$ cat config.mk
export PLATFORM = sky130hd
export DESIGN_NAME = panel_ctl_regs
export DESIGN_NICKNAME = d
export VERILOG_FILES = /design/src/rtl/panel_ctl_pkg.sv /design/src/rtl/pcr_decode.sv /design/src/rtl/pcr_flags.sv /design/src/rtl/pcr_irq.sv /design/src/rtl/panel_ctl_regs.sv
export SDC_FILE = /design/constraint.sdc
export NUM_CORES = 1
export LEC_CHECK = 0
export CAP_MARGIN = 20
export CORE_MARGIN = 3
export CORE_UTILIZATION = 49
export CTS_CLUSTER_DIAMETER = 200
export CTS_CLUSTER_SIZE = 28
export DETAILED_ROUTE_END_ITERATION = 8
export PLACE_DENSITY = 0.87
export SLEW_MARGIN = 20
export SYNTH_ARGS = -nofsm -noshare
export SYNTH_HDL_FRONTEND = slang
export SYNTH_HIERARCHICAL = 1
export SYNTH_SLANG_ARGS = --single-unit
export TNS_END_PERCENT = 30
$ cat constraint.sdc
create_clock -name clk -period 4.9 [get_ports clk]
set_input_delay 1.47 -clock clk [delete_from_list [all_inputs] [get_ports clk]]
set_output_delay 1.47 -clock clk [all_outputs]
set_load 0.02 [all_outputs]
$ cat src/rtl/panel_ctl_pkg.sv
package panel_ctl_pkg;
  localparam int DATA_W   = 32;
  localparam int DIM_W    = 10;
  localparam int SIZE_W   = DIM_W + 1;
  localparam int HI_W     = DATA_W - DIM_W;
  localparam int NREG     = 6;

  // register index = byte offset / 4
  localparam int IDX_CTL  = 0;
  localparam int IDX_TM0  = 1;
  localparam int IDX_TM1  = 2;
  localparam int IDX_TM2  = 3;
  localparam int IDX_STAT = 4;
  localparam int IDX_SUB  = 5;

  localparam logic [31:0] CTL_KEEP  = 32'h01CF_F300;
  localparam logic [31:0] CTL_ONES  = 32'hFE00_0C34;
  localparam logic [31:0] TM0_ONES  = 32'h0000_000F;
  localparam logic [31:0] TM2_ONES  = 32'hFC00_0000;
  localparam logic [31:0] SUB_KEEP  = 32'hA1FF_FFFF;

  typedef struct packed {
    logic        on;
    logic        mono;
    logic [1:0]  imask;
    logic        tft;
    logic [1:0]  pmode;
    logic [31:0] extra;
  } ctl_t;

  function automatic ctl_t ctl_from_word(input logic [31:0] w);
    ctl_t c;
    c.on    = w[0];
    c.mono  = w[1];
    c.imask = w[4:3];
    c.tft   = w[7];
    c.pmode = w[21:20];
    c.extra = w & CTL_KEEP;
    return c;
  endfunction

  function automatic logic [31:0] ctl_image(input ctl_t c);
    logic [31:0] w;
    w = CTL_ONES | c.extra;
    w[0]     = w[0] | c.on;
    w[1]     = w[1] | c.mono;
    w[4:3]   = w[4:3] | c.imask;
    w[7]     = w[7] | c.tft;
    w[21:20] = w[21:20] | c.pmode;
    w[23]    = w[23] | c.tft;
    return w;
  endfunction

  function automatic logic [31:0] dim_image(input logic [HI_W-1:0] hi,
                                            input logic [SIZE_W-1:0] size,
                                            input logic [31:0] ones);
    logic [SIZE_W-1:0] m1;
    m1 = size - SIZE_W'(1);
    return {hi, m1[DIM_W-1:0]} | ones;
  endfunction

  function automatic logic [31:0] stat_image(input logic fd, input logic pd,
                                             input logic se);
    logic [31:0] w;
    w    = '0;
    w[0] = fd;
    w[2] = se;
    w[6] = pd;
    return w;
  endfunction
endpackage

$ cat src/rtl/pcr_decode.sv
module pcr_decode #(
  parameter int ADDR_W = 8,
  parameter int NREG   = 6
) (
  input  logic              sel,
  input  logic              wr,
  input  logic [ADDR_W-1:0] addr,
  output logic [NREG-1:0]   hit,
  output logic [NREG-1:0]   wr_stb,
  output logic              rd_en
);
  genvar gi;
  generate
    for (gi = 0; gi < NREG; gi++) begin : g_hit
      assign hit[gi]    = (addr == ADDR_W'(gi * 4));
      assign wr_stb[gi] = sel && wr && hit[gi];
    end
  endgenerate
  assign rd_en = sel && !wr;
endmodule

$ cat src/rtl/pcr_flags.sv
module pcr_flags (
  input  logic       clk,
  input  logic       rst_n,
  input  logic       ctl_wr,
  input  logic       on_q,
  input  logic       on_new,
  input  logic [1:0] pmode_new,
  input  logic       evt_fd,
  input  logic       evt_pd,
  input  logic       evt_se,
  output logic       go_on,
  output logic       go_off,
  output logic       fd_q,
  output logic       pd_q,
  output logic       se_q
);
  assign go_on  = ctl_wr && !on_q && on_new;
  assign go_off = ctl_wr && on_q && !on_new;

  logic fd_d, pd_d, se_d;
  always_comb begin
    fd_d = fd_q | evt_fd;
    pd_d = pd_q | evt_pd;
    se_d = se_q | evt_se;
    if (go_on) begin
      fd_d = 1'b0;
      pd_d = 1'b0;
    end
    if (go_off) begin
      se_d = 1'b0;
      if (pmode_new != 2'd1) fd_d = 1'b1;
    end
  end

  always_ff @(posedge clk or negedge rst_n) begin
    if (!rst_n) begin
      fd_q <= 1'b0;
      pd_q <= 1'b0;
      se_q <= 1'b0;
    end else begin
      fd_q <= fd_d;
      pd_q <= pd_d;
      se_q <= se_d;
    end
  end
endmodule

$ cat src/rtl/pcr_irq.sv
module pcr_irq (
  input  logic       fd,
  input  logic       pd,
  input  logic       se,
  input  logic [1:0] imask,
  output logic       irq
);
  assign irq = (fd && imask[0]) || (pd && imask[1]) || se;
endmodule

$ cat src/rtl/panel_ctl_regs.sv
module panel_ctl_regs
  import panel_ctl_pkg::*;
#(
  parameter int ADDR_W = 8
) (
  input  logic              clk,
  input  logic              rst_n,
  input  logic              bus_sel,
  input  logic              bus_wr,
  input  logic [ADDR_W-1:0] bus_addr,
  input  logic [31:0]       bus_wdata,
  output logic [31:0]       bus_rdata,
  input  logic              evt_frame_done,
  input  logic              evt_palette_done,
  input  logic              evt_sync_err,
  output logic              panel_en,
  output logic [10:0]       panel_width,
  output logic [10:0]       panel_height,
  output logic              irq
);
  logic [NREG-1:0] hit, wr_stb;
  logic            rd_en;

  pcr_decode #(.ADDR_W(ADDR_W), .NREG(NREG)) u_dec (
    .sel(bus_sel), .wr(bus_wr), .addr(bus_addr),
    .hit(hit), .wr_stb(wr_stb), .rd_en(rd_en)
  );

  ctl_t              ctl_q;
  ctl_t              ctl_new;
  logic [HI_W-1:0]   tm0_hi, tm1_hi;
  logic [SIZE_W-1:0] width_q, height_q;
  logic [31:0]       tm2_q, sub_q;

  assign ctl_new = ctl_from_word(bus_wdata);

  always_ff @(posedge clk or negedge rst_n) begin
    if (!rst_n) begin
      ctl_q    <= '0;
      tm0_hi   <= '0;
      tm1_hi   <= '0;
      width_q  <= '0;
      height_q <= '0;
      tm2_q    <= '0;
      sub_q    <= '0;
    end else begin
      if (wr_stb[IDX_CTL]) ctl_q <= ctl_new;
      if (wr_stb[IDX_TM0]) begin
        tm0_hi  <= bus_wdata[31:DIM_W];
        width_q <= SIZE_W'(bus_wdata[DIM_W-1:0]) + SIZE_W'(1);
      end
      if (wr_stb[IDX_TM1]) begin
        tm1_hi   <= bus_wdata[31:DIM_W];
        height_q <= SIZE_W'(bus_wdata[DIM_W-1:0]) + SIZE_W'(1);
      end
      if (wr_stb[IDX_TM2]) tm2_q <= bus_wdata;
      if (wr_stb[IDX_SUB]) sub_q <= bus_wdata & SUB_KEEP;
    end
  end

  logic go_on, go_off, fd_q, pd_q, se_q;

  pcr_flags u_flags (
    .clk(clk), .rst_n(rst_n),
    .ctl_wr(wr_stb[IDX_CTL]), .on_q(ctl_q.on),
    .on_new(ctl_new.on), .pmode_new(ctl_new.pmode),
    .evt_fd(evt_frame_done), .evt_pd(evt_palette_done),
    .evt_se(evt_sync_err),
    .go_on(go_on), .go_off(go_off),
    .fd_q(fd_q), .pd_q(pd_q), .se_q(se_q)
  );

  pcr_irq u_irq (
    .fd(fd_q), .pd(pd_q), .se(se_q), .imask(ctl_q.imask), .irq(irq)
  );

  logic [31:0] img [NREG];
  assign img[IDX_CTL]  = ctl_image(ctl_q);
  assign img[IDX_TM0]  = dim_image(tm0_hi, width_q, TM0_ONES);
  assign img[IDX_TM1]  = dim_image(tm1_hi, height_q, '0);
  assign img[IDX_TM2]  = tm2_q | TM2_ONES;
  assign img[IDX_STAT] = stat_image(fd_q, pd_q, se_q);
  assign img[IDX_SUB]  = sub_q;

  always_comb begin
    bus_rdata = '0;
    for (int i = 0; i < NREG; i++)
      if (rd_en && hit[i]) bus_rdata = img[i];
  end

  assign panel_en     = ctl_q.on;
  assign panel_width  = width_q;
  assign panel_height = height_q;
endmodule

# After elaboration in Yosys (flattened, before gate mapping)
# Index checks and enable logic that the tools add are counted.
[word_totals] romBits=0 regBits=142 latchBits=0 in_bits=47 mem_bits_rw=0 output_inout_bits=56 elab_cells=64 n_memories=0
[op_classes] n_eq_ne=6 bitwise=4 div=0 shifts=0 magnitude_cmp=0 mux=11 n_addsub=3 reduce_logical=25 multipliers=0
[ops] op="2-to-1 mux 32 bit" count=6
[ops] op="subtractor 10 x 1 -> 10 bit, second input constant" count=2
[ops] op="logical AND 1 bit" count=19
[ops] op="equality test 8 x 4 -> 1 bit, second input constant" count=2
[ops] op="equality test 8 x 5 -> 1 bit, second input constant" count=2
[ops] op="adder 10 x 1 -> 11 bit, second input constant" count=1
[ops] op="equality test 8 x 3 -> 1 bit, second input constant" count=1
[ops] op="logical NOT 8 bit" count=1
[ops] op="2-to-1 mux 1 bit" count=5
[ops] op="OR 1 bit" count=4
[ops] op="logical NOT 1 bit" count=3
[ops] op="logical OR 1 bit" count=2
[ops] op="inequality test 2 x 1 -> 1 bit, second input constant" count=1

# Logic depth before layout (Yosys ltp)
[depth] depth_word=9 mapped_depth=8

# Cells and area by module
# Netlist, hierarchy kept.
[modules_own_cells] module="panel_ctl_regs" cells_per_inst=560 seq_area_each_um2=3478.3 area_per_inst_um2=6675.2 instances=1
[modules_own_cells] module="pcr_decode" cells_per_inst=21 seq_area_each_um2=0.0 area_per_inst_um2=168.9 instances=1
[modules_own_cells] module="pcr_flags" cells_per_inst=12 seq_area_each_um2=75.1 area_per_inst_um2=133.9 instances=1
[modules_own_cells] module="pcr_irq" cells_per_inst=1 seq_area_each_um2=0.0 area_per_inst_um2=10.0 instances=1

# Least setup slack after synthesis
# OpenSTA, ideal clock, no wires.
[synth_path] path_type="in2out" start="in bus_addr[1]" end="out bus_rdata[7]" stages=6 n_path_buf=1 arrival_ns=3.617 path_slack_ns=-0.187 t_required_ns=3.430 cell_sequence="or4_4 > nor2_1 > nor2b_1 > clkbuf_1 > a2111oi_1 > o31ai_1"
[synth_between] elab_chain_cells=8 elab_cells_between_ends=18 classes_between="5 x eq/ne; 6 x mux; 7 x reduce/logical"
[synth_lines] item="start: declaration" line_no="panel_ctl_regs.sv:10" source="input logic [ADDR_W-1:0] bus_addr,"
[synth_lines] item="logical NOT 8 bit" line_no="pcr_decode.sv:15" source="assign hit[gi] = (addr == ADDR_W'(gi * 4));"
[synth_lines] item="via hit[0]" line_no="panel_ctl_regs.sv:21" source="logic [NREG-1:0] hit, wr_stb;"
[synth_lines] item="logical AND 1 bit" line_no="panel_ctl_regs.sv:88" source="if (rd_en && hit[i]) bus_rdata = img[i];"
[synth_lines] item="2-to-1 mux 32 bit (6 in series)" line_no="panel_ctl_regs.sv:88"
[synth_lines] item="end: declaration" line_no="panel_ctl_regs.sv:12" source="output logic [31:0] bus_rdata,"
# The timed path passes the listed nets, and every way through them passes these cells.

# Final worst setup path
[layout_path] start="in bus_addr[5]" end="out bus_rdata[16]"
[layout_between] elab_cells_between_ends=18 classes_between="5 x eq/ne; 6 x mux; 7 x reduce/logical"
[layout_rtl] item="equality test 8 x 4 -> 1 bit" line_no="pcr_decode.sv:15"
[layout_rtl] item="via hit[3]" line_no="panel_ctl_regs.sv:21"
[layout_rtl] item="logical AND 1 bit" line_no="panel_ctl_regs.sv:88"
[layout_rtl] item="2-to-1 mux 32 bit (3 in series)" line_no="panel_ctl_regs.sv:88"
# The timed path passes the listed nets, and every way through them passes these cells.

==> flow_summary.json <==
{
  "p_clk_frac": 0.466,
  "core_area_sq_mm": 0.0136,
  "worstSetupPathType": "in2out",
  "postSynthCellCount": 592,
  "dp_slack_ps": -858,
  "drtIter0Drc": 555,
  "final.period_utilization": 1.01,
  "startpoint": "bus_addr[5]",
  "clkSinkCount": 142,
  "drv_slew": 0,
  "io_buffer_count": 102,
  "min_from": "tm0_hi[1]$_DFFE_PN0P_",
  "clk_path_buf_depth": 2,
  "die-area_sq_mm": 0.0157,
  "fmax_mhz": 203,
  "start_util": 0.514,
  "p_sw_frac": 0.235,
  "cts_buffers": 17,
  "dp.final_hpwl_microns": 13300,
  "cp-end-kind": "primary output",
  "cap_violations": 0,
  "grtUsageMet3": 0.0704,
  "cp_max_fo": 7,
  "row_count": 42,
  "nNetsFinal": 799,
  "worstReg2RegStart": "panel_width[7]$_DFFE_PN0P_",
  "setup_viol": 8,
  "worstPathArrival_ps": 3460,
  "via_per_inst": 6.39,
  "grt_use_met1": 0.321,
  "violations": "setup timing",
  "required_ps": 3430,
  "synth_area_per_cell_sq_um": 11.8,
  "grt_max_degree": 126,
  "switchingPower_uw": 637,
  "final_common_cell": "dfrtp_1",
  "fin_crit_ps": 4930,
  "grt_pass1_wl_microns": 34800,
  "place_congestion": 0.948,
  "die_w_microns": 125,
  "routed_wl_microns": 22300,
  "clock_skew_ps": 1.37,
  "fp.dieH_microns": 125,
  "layout-drive-gt1-share": 0.464,
  "peakVddDrop_mv": 0.254,
  "syn-num-nets": 641,
  "grt_util_all_layers": 0.280,
  "relSlewSlack": 0.344,
  "status": "finished, violations left",
  "clk_pin_slew_worst_paths_ps": 60,
  "dr.pass1.iters": 7,
  "start_kind": "primary input",
  "hp-class": "reg2reg",
  "setup_ws_ps": -33.5,
  "drtAntennaViolNets": 0,
  "seq_power_share": 0.457,
  "worstSkewPairLatency_ps": 420,
  "worstMarginPinSlew_ps": 985,
  "h-tree-depth": 4,
  "drc": 0,
  "tns_ps": -138,
  "syn_to_final_growth_pct": 39.7,
  "gr-total-overflow": 0,
  "ctsRootBufferMaster": "clkbuf_16",
  "final_cell_mix": "dfrtp_1, mux2_2, clkdlybuf4s50_1",
  "p_int_mw": 2.07,
  "top_usage_layer": "met2",
  "fin_util": 0.719,
  "drt-wirelength-per-cell_microns": 23.8,
  "p_per_area_mw_per_mm2": 278,
  "use_met2": 0.487,
  "grt_pass1_vias": 6573,
  "cts_tree": "yes",
  "ios": 103,
  "vias": 6008,
  "finalHoldViolCount": 0,
  "syn_area_sq_mm": 0.00697,
  "leakagePower_nw": 4.47,
  "grt_setup_unrepaired": "true",
  "yosysWarningCount": 6,
  "combPwrFrac": 0.077,
  "grt_antenna_before_repair": 1
}
[final timing paths]
path / slack [ps] / depth (start not counted) / to
worst max-delay path: -30 / 11 / bus_rdata[16]
worst min-delay path: 500 / 1 / tm0_hi[1]$_DFFE_PN0P_
worst max register to register: 3950 / 2 / panel_width[7]$_DFFE_PN0P_
worst min register to register: 500 / 1 / tm0_hi[1]$_DFFE_PN0P_
max in group asynchronous: 2850 / 2 / sub_q[20]$_DFFE_PN0P_
min in group asynchronous: 1180 / 1 / sub_q[15]$_DFFE_PN0P_
[routing by layer]
metal	vias up	share of wire
met5	-	0
met4	0	0.044
met3	104	0.068
met2	319	0.51
met1	3049	0.38
li1	2536	-
[state kept, by name, indices dropped and copies added, names as in the netlist]
register	flops
u_flags/se_q	1
panel_width	11
tm1_hi	22
u_flags/pd_q	1
ctl_q	19
sub_q	27
panel_height	11
tm2_q	26
panel_en	1
u_flags/fd_q	1
tm0_hi	22
[worst max-delay path, stage by stage]
cell and delay [ps]:
buf_6 90, or4_4 580, nor2_4 110, buf_6 120
buf_4 140, nand3b_1 160, buf_6 140, buf_12 130
nor3_1 70, a221o_1 300, buf_6 140
[per-stage QoR]
| step | cell area, sq um | hold WS, ps | power [mW] | instances |
|---|---|---|---|---|
| floorplan | 6990 | 473 | 1.32 | 592 |
| global placement | 8610 | 482 | 1.43 | 891 |
| detailed placement | 8610 | 490 | 1.45 | 891 |
| CTS | 9540 | 504 | 2.70 | 938 |
| global route | 9740 | 519 | 2.79 | 940 |
| finish | 9740 | 503 | 2.71 | 940 |
[power groups by stage]
| stage | combinational, mW | clock (mW) | sequential [mW] |
|---|---|---|---|
| 3_3_place_gp | 0.182 | 0 | 1.25 |
| 4_1_cts | 0.201 | 1.26 | 1.24 |
| 6_report | 0.209 | 1.26 | 1.24 |
| 5_1_grt | 0.223 | 1.32 | 1.24 |
| 2_1_floorplan | 0.0635 | 0 | 1.25 |
| 3_5_place_dp | 0.191 | 0 | 1.25 |
[final cells by class]
type	instances	area [sq um]
Multi-Input combinational cell	403	3650
Timing Repair Buffer	180	1710
Fill cell	818	3820
Antenna cell	1	2.50
Inverter	6	22.5
Tap cell	176	220
Sequential cell	142	3550
Clock inverter	11	116
Clock buffer	21	460
[repair_timing]
item	in CTS	in global routing
gates cloned	4	1
setup endpoints to repair	32	32
setup buffers	13	2
hold buffers	0	0
resized for setup	260	50
pin swaps	25	15
Power figures use the tool's default switching activity.
